[config.mk]
export PLATFORM = sky130hd
export DESIGN_NAME = dacbuf_ctrl
export DESIGN_NICKNAME = d
export VERILOG_FILES = /design/src/rtl/dacbuf_pkg.sv /design/src/rtl/dacbuf_ptr.sv /design/src/rtl/dacbuf_mem.sv /design/src/rtl/dacbuf_ctrl.sv
export SDC_FILE = /design/constraint.sdc
export NUM_CORES = 1
export LEC_CHECK = 0
export ABC_AREA = 1
export BUFFER_PORTS_ARGS = -buffer_cell sky130_fd_sc_hd__clkbuf_2
export CAP_MARGIN = 5
export CORE_UTILIZATION = 45
export CTS_BUF_LIST = sky130_fd_sc_hd__clkbuf_8
export DETAILED_ROUTE_END_ITERATION = 6
export PLACE_DENSITY = 0.58
export SLEW_MARGIN = 20
export SYNTH_ARGS = -nofsm -noshare
export SYNTH_HDL_FRONTEND = slang
export SYNTH_HIERARCHICAL = 1
export SYNTH_SLANG_ARGS = --single-unit
[constraint.sdc]
create_clock -name clk -period 3.2 [get_ports clk]
set_clock_uncertainty 0.1 [all_clocks]
set_input_delay 0.16 -clock clk [delete_from_list [all_inputs] [get_ports clk]]
set_output_delay 0.16 -clock clk [all_outputs]
set_load 0.01 [all_outputs]
[src/rtl/dacbuf_pkg.sv]
package dacbuf_pkg;
    typedef enum logic [1:0] {
        SRC_OFF   = 2'd0,
        SRC_WORD0 = 2'd1,
        SRC_PTR   = 2'd2
    } code_src_e;
endpackage

[src/rtl/dacbuf_ptr.sv]
module dacbuf_ptr #(
    parameter int PTR_W = 4
) (
    input  logic               clk,
    input  logic               rst_n,
    input  logic               fifo_mode,
    input  logic               ctrl_we,
    input  logic [2*PTR_W-1:0] ctrl_wdata,
    input  logic               pop_req,
    input  logic               push_req,
    output logic [PTR_W-1:0]   rp_q,
    output logic [PTR_W-1:0]   lo_q,
    output logic [PTR_W-1:0]   rp_d,
    output logic               fifo_act,
    output logic               mode_entry,
    output logic               fifo_full,
    output logic               fifo_empty,
    output logic               push_ok
);
    localparam logic [PTR_W:0]   EXT_ONE = (PTR_W+1)'(1);
    localparam logic [PTR_W-1:0] PTR_ONE = PTR_W'(1);

    typedef struct packed {
        logic             mode;
        logic             rwrap;
        logic             lwrap;
        logic [PTR_W-1:0] rp;
        logic [PTR_W-1:0] lo;
    } ptr_st_t;

    ptr_st_t st_d, st_q;

    always_comb begin
        st_d       = st_q;
        st_d.mode  = fifo_mode;
        fifo_act   = fifo_mode & st_q.mode;
        mode_entry = fifo_mode & ~st_q.mode;
        fifo_empty = (st_q.rp == st_q.lo) && (st_q.rwrap == st_q.lwrap);
        fifo_full  = (st_q.rp == st_q.lo) && (st_q.rwrap != st_q.lwrap);
        push_ok    = 1'b0;
        if (ctrl_we) begin
            st_d.rp    = ctrl_wdata[2*PTR_W-1:PTR_W];
            st_d.lo    = ctrl_wdata[PTR_W-1:0];
            st_d.rwrap = 1'b0;
            st_d.lwrap = 1'b0;
        end else if (mode_entry) begin
            st_d.lo    = st_q.rp;
            st_d.rwrap = 1'b0;
            st_d.lwrap = 1'b0;
        end else if (fifo_act) begin
            if (push_req && !fifo_full) begin
                push_ok                = 1'b1;
                {st_d.lwrap, st_d.lo}  = {st_q.lwrap, st_q.lo} + EXT_ONE;
            end
            if (pop_req && !fifo_empty) begin
                {st_d.rwrap, st_d.rp}  = {st_q.rwrap, st_q.rp} + EXT_ONE;
            end
        end else if (pop_req) begin
            st_d.rp = (st_q.rp >= st_q.lo) ? '0 : st_q.rp + PTR_ONE;
        end
        rp_d = st_d.rp;
        rp_q = st_q.rp;
        lo_q = st_q.lo;
    end

    always_ff @(posedge clk or negedge rst_n) begin
        if (!rst_n) begin
            st_q       <= '0;
            st_q.lo    <= '1;
        end else begin
            st_q <= st_d;
        end
    end
endmodule

[src/rtl/dacbuf_mem.sv]
module dacbuf_mem #(
    parameter int DATA_W = 12,
    parameter int PTR_W  = 4
) (
    input  logic                             clk,
    input  logic                             rst_n,
    input  logic                             we,
    input  logic [PTR_W-1:0]                 waddr,
    input  logic [DATA_W-1:0]                wdata,
    output logic [(1<<PTR_W)-1:0][DATA_W-1:0] mem_q,
    output logic [(1<<PTR_W)-1:0][DATA_W-1:0] mem_d
);
    localparam int DEPTH = 1 << PTR_W;

    for (genvar i = 0; i < DEPTH; i++) begin : g_word
        always_comb begin
            mem_d[i] = mem_q[i];
            if (we && (waddr == PTR_W'(i))) begin
                mem_d[i] = wdata;
            end
        end

        always_ff @(posedge clk or negedge rst_n) begin
            if (!rst_n) begin
                mem_q[i] <= '0;
            end else begin
                mem_q[i] <= mem_d[i];
            end
        end
    end
endmodule

[src/rtl/dacbuf_ctrl.sv]
module dacbuf_ctrl #(
    parameter int DATA_W = 12,
    parameter int PTR_W  = 4
) (
    input  logic              clk,
    input  logic              rst_n,
    input  logic              dac_en,
    input  logic              buf_en,
    input  logic              fifo_mode,
    input  logic              trig,
    input  logic              reg_wr,
    input  logic [PTR_W:0]    reg_addr,
    input  logic [DATA_W-1:0] reg_wdata,
    output logic [DATA_W-1:0] reg_rdata,
    output logic [DATA_W-1:0] dac_code
);
    import dacbuf_pkg::*;

    localparam int DEPTH = 1 << PTR_W;
    localparam logic [PTR_W:0] CTRL_ADDR = (PTR_W+1)'(DEPTH);

    typedef struct packed {
        logic [DATA_W-1:0] code;
    } out_st_t;

    out_st_t out_d, out_q;

    logic [DEPTH-1:0][DATA_W-1:0] mem_q, mem_d;
    logic [PTR_W-1:0] rp_q, lo_q, rp_d;
    logic fifo_act, mode_entry, fifo_full, fifo_empty, push_ok;
    logic data_we, ctrl_we, pop_req, mem_we;
    logic [PTR_W-1:0] mem_waddr;
    code_src_e src;

    assign data_we   = reg_wr && (reg_addr[PTR_W] == 1'b0);
    assign ctrl_we   = reg_wr && (reg_addr == CTRL_ADDR);
    assign pop_req   = trig && dac_en && buf_en;
    assign mem_we    = fifo_act ? push_ok : (data_we && !mode_entry);
    assign mem_waddr = fifo_act ? lo_q : reg_addr[PTR_W-1:0];

    dacbuf_ptr #(.PTR_W(PTR_W)) u_ptr (
        .clk        (clk),
        .rst_n      (rst_n),
        .fifo_mode  (fifo_mode),
        .ctrl_we    (ctrl_we),
        .ctrl_wdata (reg_wdata[2*PTR_W-1:0]),
        .pop_req    (pop_req),
        .push_req   (data_we),
        .rp_q       (rp_q),
        .lo_q       (lo_q),
        .rp_d       (rp_d),
        .fifo_act   (fifo_act),
        .mode_entry (mode_entry),
        .fifo_full  (fifo_full),
        .fifo_empty (fifo_empty),
        .push_ok    (push_ok)
    );

    dacbuf_mem #(.DATA_W(DATA_W), .PTR_W(PTR_W)) u_mem (
        .clk   (clk),
        .rst_n (rst_n),
        .we    (mem_we),
        .waddr (mem_waddr),
        .wdata (reg_wdata),
        .mem_q (mem_q),
        .mem_d (mem_d)
    );

    always_comb begin
        if (!dac_en)      src = SRC_OFF;
        else if (!buf_en) src = SRC_WORD0;
        else              src = SRC_PTR;
        out_d = out_q;
        case (src)
            SRC_WORD0: out_d.code = mem_d[0];
            SRC_PTR:   out_d.code = mem_d[rp_d];
            default:   out_d.code = '0;
        endcase
    end

    always_ff @(posedge clk or negedge rst_n) begin
        if (!rst_n) out_q <= '0;
        else        out_q <= out_d;
    end

    always_comb begin
        reg_rdata = '0;
        if (reg_addr[PTR_W] == 1'b0) begin
            reg_rdata = mem_q[reg_addr[PTR_W-1:0]];
        end else if (reg_addr == CTRL_ADDR) begin
            reg_rdata = DATA_W'({rp_q, lo_q});
        end
    end

    assign dac_code = out_q.code;
endmodule

==> results.md, run 1 <==
## STA
• fin crit share: 101.1%
• final setup violating endpoints: 3
• Worst slew margin: 35.82%
• setup slack after layout: -35.54 ps
• Hold Fails Final Rpt: 0
• achievable clock frequency: 309.1 MHz
• Slew Limit Fails: 0
• RSZ-0062 raised after global routing: yes
• setup_tns: -40.27 ps
• transition at the pin with the smallest max-transition slack: 961.6 ps
• final worst path period need: 3236 ps

## CTS
• maximum buffer depth of the clock tree: 3
• clk sinks: 215
• number of clock buffers inserted by TritonCTS: 41
• H-tree level count: 2
• clock-pin slew reported for the worst setup and hold paths after clock tree synthesis: 60 ps
• TritonCTS clock tree: done
• Worst-Skew Late Latency: 560 ps
• clock root buffer: sky130_fd_sc_hd__clkbuf_8

## Detailed routing
• DR WL/cell: 19.80 um
• detail-routed via count per cell: 5.427
• First DRT Iteration DRCs: 1932
• count of TritonRoute iterations in the first routing pass: 6
• Detailed Route WL: 56440 um
• DRC violations left: 0
• total number of vias: 15.47k
• Post-DRT Antenna Nets: 0

## Pwr
• reported net switching power: 5461 uW
• peak supply drop: 335.5 uV
• Internal Dissipation: 7029 uW
• proportion of power drawn by the clock network: 20.8%
• Static Leak: 0.009785 uW
• power density cells: 716.1 nW/um2
• share of total power in sequential cells: 31.6%
• proportion of power drawn by combinational gates: 47.5%
• switching part of the total power: 43.73%

## GRT
• wire length of the first global-routing pass: 86240 um
• vias in the first global route: 14.49k
• global-route congestion overflow total: 0
• all-layer global routing usage: 34.63%
• antenna violations before repair: 1
• largest net degree at the start of global routing: 97

## Floorplanning
• number of placement rows: 65
• starting utilization of the core area: 45.59%
• Die Ht: 180.6 um
• die outline area: 32600 um2
• Std-Cell Core Area: 31470 um2
• number of primary I/O pins: 48
• Die Width: 180.6 um

## Layout
• end-of-flow core utilization: 55.42%
• total number of nets in the final design: 2450
• Syn-to-layout area delta: 21.57%
• fraction of final layout cells sized beyond drive strength 1: 16.92%
• most used cells in the layout excluding fill and tap cells: sky130_fd_sc_hd__nand2_1, sky130_fd_sc_hd__nand3_1, sky130_fd_sc_hd__inv_1
• post-route cell area: 17440 um2
• final cell count without fillers: 2850
• commonest non-fill, non-tap cell in the layout: sky130_fd_sc_hd__nand2_1

## Critical path
• Reg2Reg Capture Point: dac_code[11]
• reg2reg setup slack: -40 ps
• Data arrival, critical path: 3580 ps
• number of cells on the worst reg-to-reg path: 26
• crit-path max cell delay: 530 ps
• Setup Crit Path Kind: flip-flop to flip-flop
• critical path data required time: 3540 ps
• number of buffers and inverters on the critical path: 7
• most used cell along the critical path: sky130_fd_sc_hd__nand2_1
• cell count along the critical path: 26
• Critical path origin: u_ptr/lo_q[3]
• crit path max fanout: 8
• worst-path cell with the longest stage delay: sky130_fd_sc_hd__dfstp_2
• worst setup path endpoint: dac_code[11]
• worst reg2reg startpoint: u_ptr/lo_q[3]
• Top Family by Delay on Critical Path: simple AND/OR/NAND/NOR gates
• category of the worst setup path launch point: flip-flop
• endpoint type of the worst setup path: flip-flop

## Placed design
• placed insts: 2747
• HPWL reported at the end of detailed placement: 36370 um
• Placement Setup Slack: -100.7 ps
• cell area reported after detailed placement: 15810 um2
• count of port buffers added during placement: 47
• routability cong.: 0.9332

## Yosys
• number of warnings issued by yosys: 6
• average cell area after synthesis: 6.268 um2
• syn nets: 2319
• count of mapped cells out of synthesis: 2289
• post-synthesis cell area: 14350 um2

## Run status
• failing checks: setup timing
• run status: finished, violations left

## Job
• max_cap viols: 0

## Worst hold path
• Min-Delay Path Class: input port to flip-flop

==> layer usage <==
metal	global-route usage [%]	routed length [um]
met5	0	0
met2	53.69	25090
met4	12.62	1995
met3	6.164	5649
met1	48.32	23700
==> through the flow <==
step                      power, uW  hold slack (ps)
after global placement         9357            128.9
after global routing          13360            34.92
after floorplan                7401           -235.6
final                         12490            30.15
after CTS                     12190            6.548
after detailed placement       9397            126.4
==> state kept, by name (all words and copies together) (netlist names) <==
register / cells
u_mem/mem_q: 192
u_ptr/st_q: 3
u_ptr/rp_q: 4
u_ptr/lo_q: 4
dac_code: 12
==> area by class of cell <==
cell class                      count  area (um2)
Antenna cell                        1       2.502
Clock buffer                       48       660.6
Clock inverter                     22       90.09
Fill cell                        3121       14030
Inverter                          284        1076
Multi-Input combinational cell   1618        7301
Sequential cell                   215        5385
Tap cell                          402       503.0
Timing Repair Buffer              260        2424
==> worst reg2reg max path, cell delays in order (launching register included) <==
cell and delay (ps):
sky130_fd_sc_hd__dfstp_2 530, sky130_fd_sc_hd__inv_2 60, sky130_fd_sc_hd__ha_4 250, sky130_fd_sc_hd__nand2_4 70, sky130_fd_sc_hd__nor2_4 40, sky130_fd_sc_hd__inv_2 40
sky130_fd_sc_hd__o21ai_2 50, sky130_fd_sc_hd__nor3_1 140, sky130_fd_sc_hd__nand2_1 110, sky130_fd_sc_hd__o41ai_4 90, sky130_fd_sc_hd__buf_4 210, sky130_fd_sc_hd__nand2_4 70
sky130_fd_sc_hd__nor2_4 130, sky130_fd_sc_hd__buf_12 150, sky130_fd_sc_hd__nand2_2 80, sky130_fd_sc_hd__buf_6 160, sky130_fd_sc_hd__buf_4 140, sky130_fd_sc_hd__nand2_1 50
sky130_fd_sc_hd__nand2_1 60, sky130_fd_sc_hd__inv_1 50, sky130_fd_sc_hd__nand2_1 40, sky130_fd_sc_hd__nand3_1 100, sky130_fd_sc_hd__nand3_2 90, sky130_fd_sc_hd__nand2_2 80
sky130_fd_sc_hd__nand2_2 80, sky130_fd_sc_hd__nand3_2 70, sky130_fd_sc_hd__nand2_1 70
==> power by group through the flow <==
stage,combinational (uW),clock (uW),sequential [uW]
3_3_place_gp,5400,0,3960
2_1_floorplan,3510,0,3890
5_1_grt,6580,2730,4050
3_5_place_dp,5430,0,3970
4_1_cts,5630,2620,3940
6_report,5940,2600,3950
==> how the worst min path moves through the flow <==
stage,slack (ps),from,endpoint,depth (start not counted)
2_1_floorplan,-240,rst_n,dac_code[0],0
3_3_place_gp,130,rst_n,u_mem/mem_q[155],1
3_5_place_dp,130,rst_n,u_mem/mem_q[191],1
4_1_cts,7,reg_wdata[4],u_mem/mem_q[184],4
5_1_grt,30,reg_wdata[4],u_mem/mem_q[184],4
6_report,30,reg_wdata[4],u_mem/mem_q[184],4
==> repair_timing <==
action,in CTS,in global routing
endpoints found under the hold margin,89,0
hold buffers,5,0
endpoints found under the setup margin,12,13
gates cloned,2,2
buffers inserted,14,10
resized for setup,46,73
pin swaps,26,32
Note: power is estimated with default switching activity, not from simulation.
==> run 2: changes to the inputs <==
Clock period 3.2 ns to 3.98 ns, I/O delays scaled along.
==> run 2 against run 1 <==
The run now ends clean. Non-clock buffer count fell by 134. Die area did not move. Core utilization fell by 5.1 points. Register-to-register slack improved by 250 ps. Clock power fell by 11%. Clock-buffer cell count rose by 5. Critical path type unchanged. Critical endpoint is now dac_code[9].
==> results.md, run 2 (synthesized netlist as in run 1, its figures left out) <==
## Critical path
• Data arrival, critical path: 4120 ps, +540 ps
• crit path max fanout: 7, -1
• reg2reg setup slack: 210 ps, +250 ps
• critical path data required time: 4330 ps, +790 ps
• Setup Crit Path Kind: flip-flop to flip-flop
• endpoint type of the worst setup path: flip-flop
• category of the worst setup path launch point: flip-flop

## STA
• fin crit share: 94.61%, -6.5 points
• final setup violating endpoints: 0, -3
• final worst path period need: 3765 ps, +529.8 ps
• Worst slew margin: 39.21%, +3.4 points
• Hold Fails Final Rpt: 0, unchanged
• setup_tns: 0 ps, +40.27 ps
• transition at the pin with the smallest max-transition slack: 902.2 ps, -59.39 ps
• RSZ-0062 raised after global routing: yes
• achievable clock frequency: 265.6 MHz, -14%
• final-layout worst hold slack: 37.09 ps, +6.943 ps
• Slew Limit Fails: 0, unchanged

## Pwr
• Static Leak: 0.008913 uW, -8.9%
• peak supply drop: 506.5 uV, +51%
• power density cells: 605.6 nW/um2, -15%

## Run status
• run status: finished, final reports clean

## Layout
• total number of nets in the final design: 2318, -5.4%
• post-route cell area: 15820 um2, -9.3%
• fraction of final layout cells sized beyond drive strength 1: 9.948%, -7.0 points
• fill cell instance count of the final layout: 3276, +5.0%
• final cell count without fillers: 2724, -4.4%
• commonest non-fill, non-tap cell in the layout: sky130_fd_sc_hd__nand2_1
• max FFs per register: 192, unchanged
• count of inserted antenna diode cells: 0, -1
• Syn-to-layout area delta: 10.27%
• most used cells in the layout excluding fill and tap cells: sky130_fd_sc_hd__nand2_1, sky130_fd_sc_hd__nand3_1, sky130_fd_sc_hd__inv_1
• register with the most flip-flops: u_mem/mem_q

## GRT
• vias in the first global route: 14.05k, -3.1%
• wire length of the first global-routing pass: 85070 um, -1.4%
• all-layer global routing usage: 34.21%, -0.42 points
• antenna violations before repair: 0, -1
• global-route congestion overflow total: 0, unchanged
• largest net degree at the start of global routing: 102, +5.2%

## Detailed routing
• Post-DRT Antenna Nets: 0, unchanged
• total number of vias: 15.00k, -3.0%
• DR WL/cell: 20.55 um, +3.8%
• DRC violations left: 0, unchanged
• count of TritonRoute iterations in the first routing pass: 6, unchanged
• Detailed Route WL: 55970 um, -0.83%
• First DRT Iteration DRCs: 1626, -16%
• detail-routed via count per cell: 5.507, +1.5%

## Placed design
• count of port buffers added during placement: 47, unchanged
• placed insts: 2635, -4.1%
• HPWL reported at the end of detailed placement: 35020 um, -3.7%
• cell area reported after detailed placement: 14760 um2, -6.7%
• routability cong.: 0.9160, -1.8%

## CTS
• TritonCTS clock tree: done
• clock-pin slew reported for the worst setup and hold paths after clock tree synthesis: 60 ps, about the same
• number of clock buffers inserted by TritonCTS: 43, +4.9%
• Worst-Skew Late Latency: 580 ps, +20 ps
• clk sinks: 215, unchanged
• H-tree level count: 2, unchanged
• clock root buffer: sky130_fd_sc_hd__clkbuf_8
• maximum buffer depth of the clock tree: 3, unchanged

## Floorplanning
• die outline area: 32600 um2, unchanged
• number of primary I/O pins: 48, unchanged
• Die Ht: 180.6 um, unchanged
• starting utilization of the core area: 45.59%, unchanged
• Die Width: 180.6 um, unchanged
• Std-Cell Core Area: 31470 um2, unchanged
• number of placement rows: 65, unchanged

## Worst hold path
• Min-Delay Path Class: input port to flip-flop

## Job
• max_cap viols: 0, unchanged

## run 2: per-layer routing
metal	wire length [um]	share of wire (%)	vias up	global-route usage, %
met5	0	0	-	0
met4	1969	3.5	0	11.79
met3	5567	9.9	118	6.002
met2	25110	45	828	53.67
met1	23320	42	7049	47.50
li1	-	-	7006	-
## run 2: worst paths after layout
path | from | endpoint | cells after the start
max in group asynchronous | rst_n | dac_code[11] | 3
worst min register to register | u_mem/mem_q[185] | u_mem/mem_q[185] | 2
worst max register to register | u_ptr/lo_q[1] | dac_code[9] | 23
min in group asynchronous | rst_n | u_mem/mem_q[167] | 2
worst max-delay path | u_ptr/lo_q[1] | dac_code[9] | 23
worst min-delay path | dac_en | dac_code[6] | 5
## run 2: what timing repair did
item,CTS,global route
resized for setup,1,20
setup endpoints to repair,1,11
hold buffers,3,0
gates cloned,0,3
setup buffers,0,4
pin swaps,0,2
hold endpoints to repair,103,0
## run 2: layout make-up
type / count / area (um2) / area share, %
multi-input cells: 1618 / 6977 / 44.10
repair buffers: 126 / 1008 / 6.374
flip-flops and latches: 215 / 5385 / 34.04
well taps: 402 / 503.0 / 3.179
clock buffers: 53 / 729.5 / 4.611
inverters: 284 / 1076 / 6.801
clock inverters: 26 / 142.6 / 0.9015
## run 2: metrics by stage
stage | utilization [%] | setup slack, ps | power [uW]
floorplan | - | 1060 | 5951
global placement | 46.89 | 55.18 | 7160
detailed placement | 46.90 | -1.263 | 7177
CTS | 49.78 | 175.6 | 9528
global route | 50.27 | -94.92 | 10270
finish | 50.27 | 214.7 | 9582
## run 2: critical path, cell delays in order (launching register included)
cell	delay (ps)
sky130_fd_sc_hd__dfstp_2	590
sky130_fd_sc_hd__inv_1	80
sky130_fd_sc_hd__ha_1	290
sky130_fd_sc_hd__nand2_1	110
sky130_fd_sc_hd__nor2_4	60
sky130_fd_sc_hd__inv_2	50
sky130_fd_sc_hd__o21ai_2	70
sky130_fd_sc_hd__nor3_1	140
sky130_fd_sc_hd__nand2_1	120
sky130_fd_sc_hd__o41ai_4	200
sky130_fd_sc_hd__nand2_1	240
sky130_fd_sc_hd__nor2_4	270
sky130_fd_sc_hd__nand2_1	260
sky130_fd_sc_hd__buf_4	280
sky130_fd_sc_hd__nand2_1	70
sky130_fd_sc_hd__nand2_1	60
sky130_fd_sc_hd__inv_1	50
sky130_fd_sc_hd__nand2_1	40
sky130_fd_sc_hd__nand3_1	100
sky130_fd_sc_hd__nand3_1	130
sky130_fd_sc_hd__nand2_1	100
sky130_fd_sc_hd__nand2_1	50
sky130_fd_sc_hd__nand3_1	140
sky130_fd_sc_hd__nand2_1	90
## run 2: report_power, final
part / internal, uW / switching, uW / total (uW)
Combinational: 1260 / 2800 / 4060
Sequential: 2820 / 385 / 3210
Clock: 1270 / 1040 / 2310
Total: 5350 / 4230 / 9580
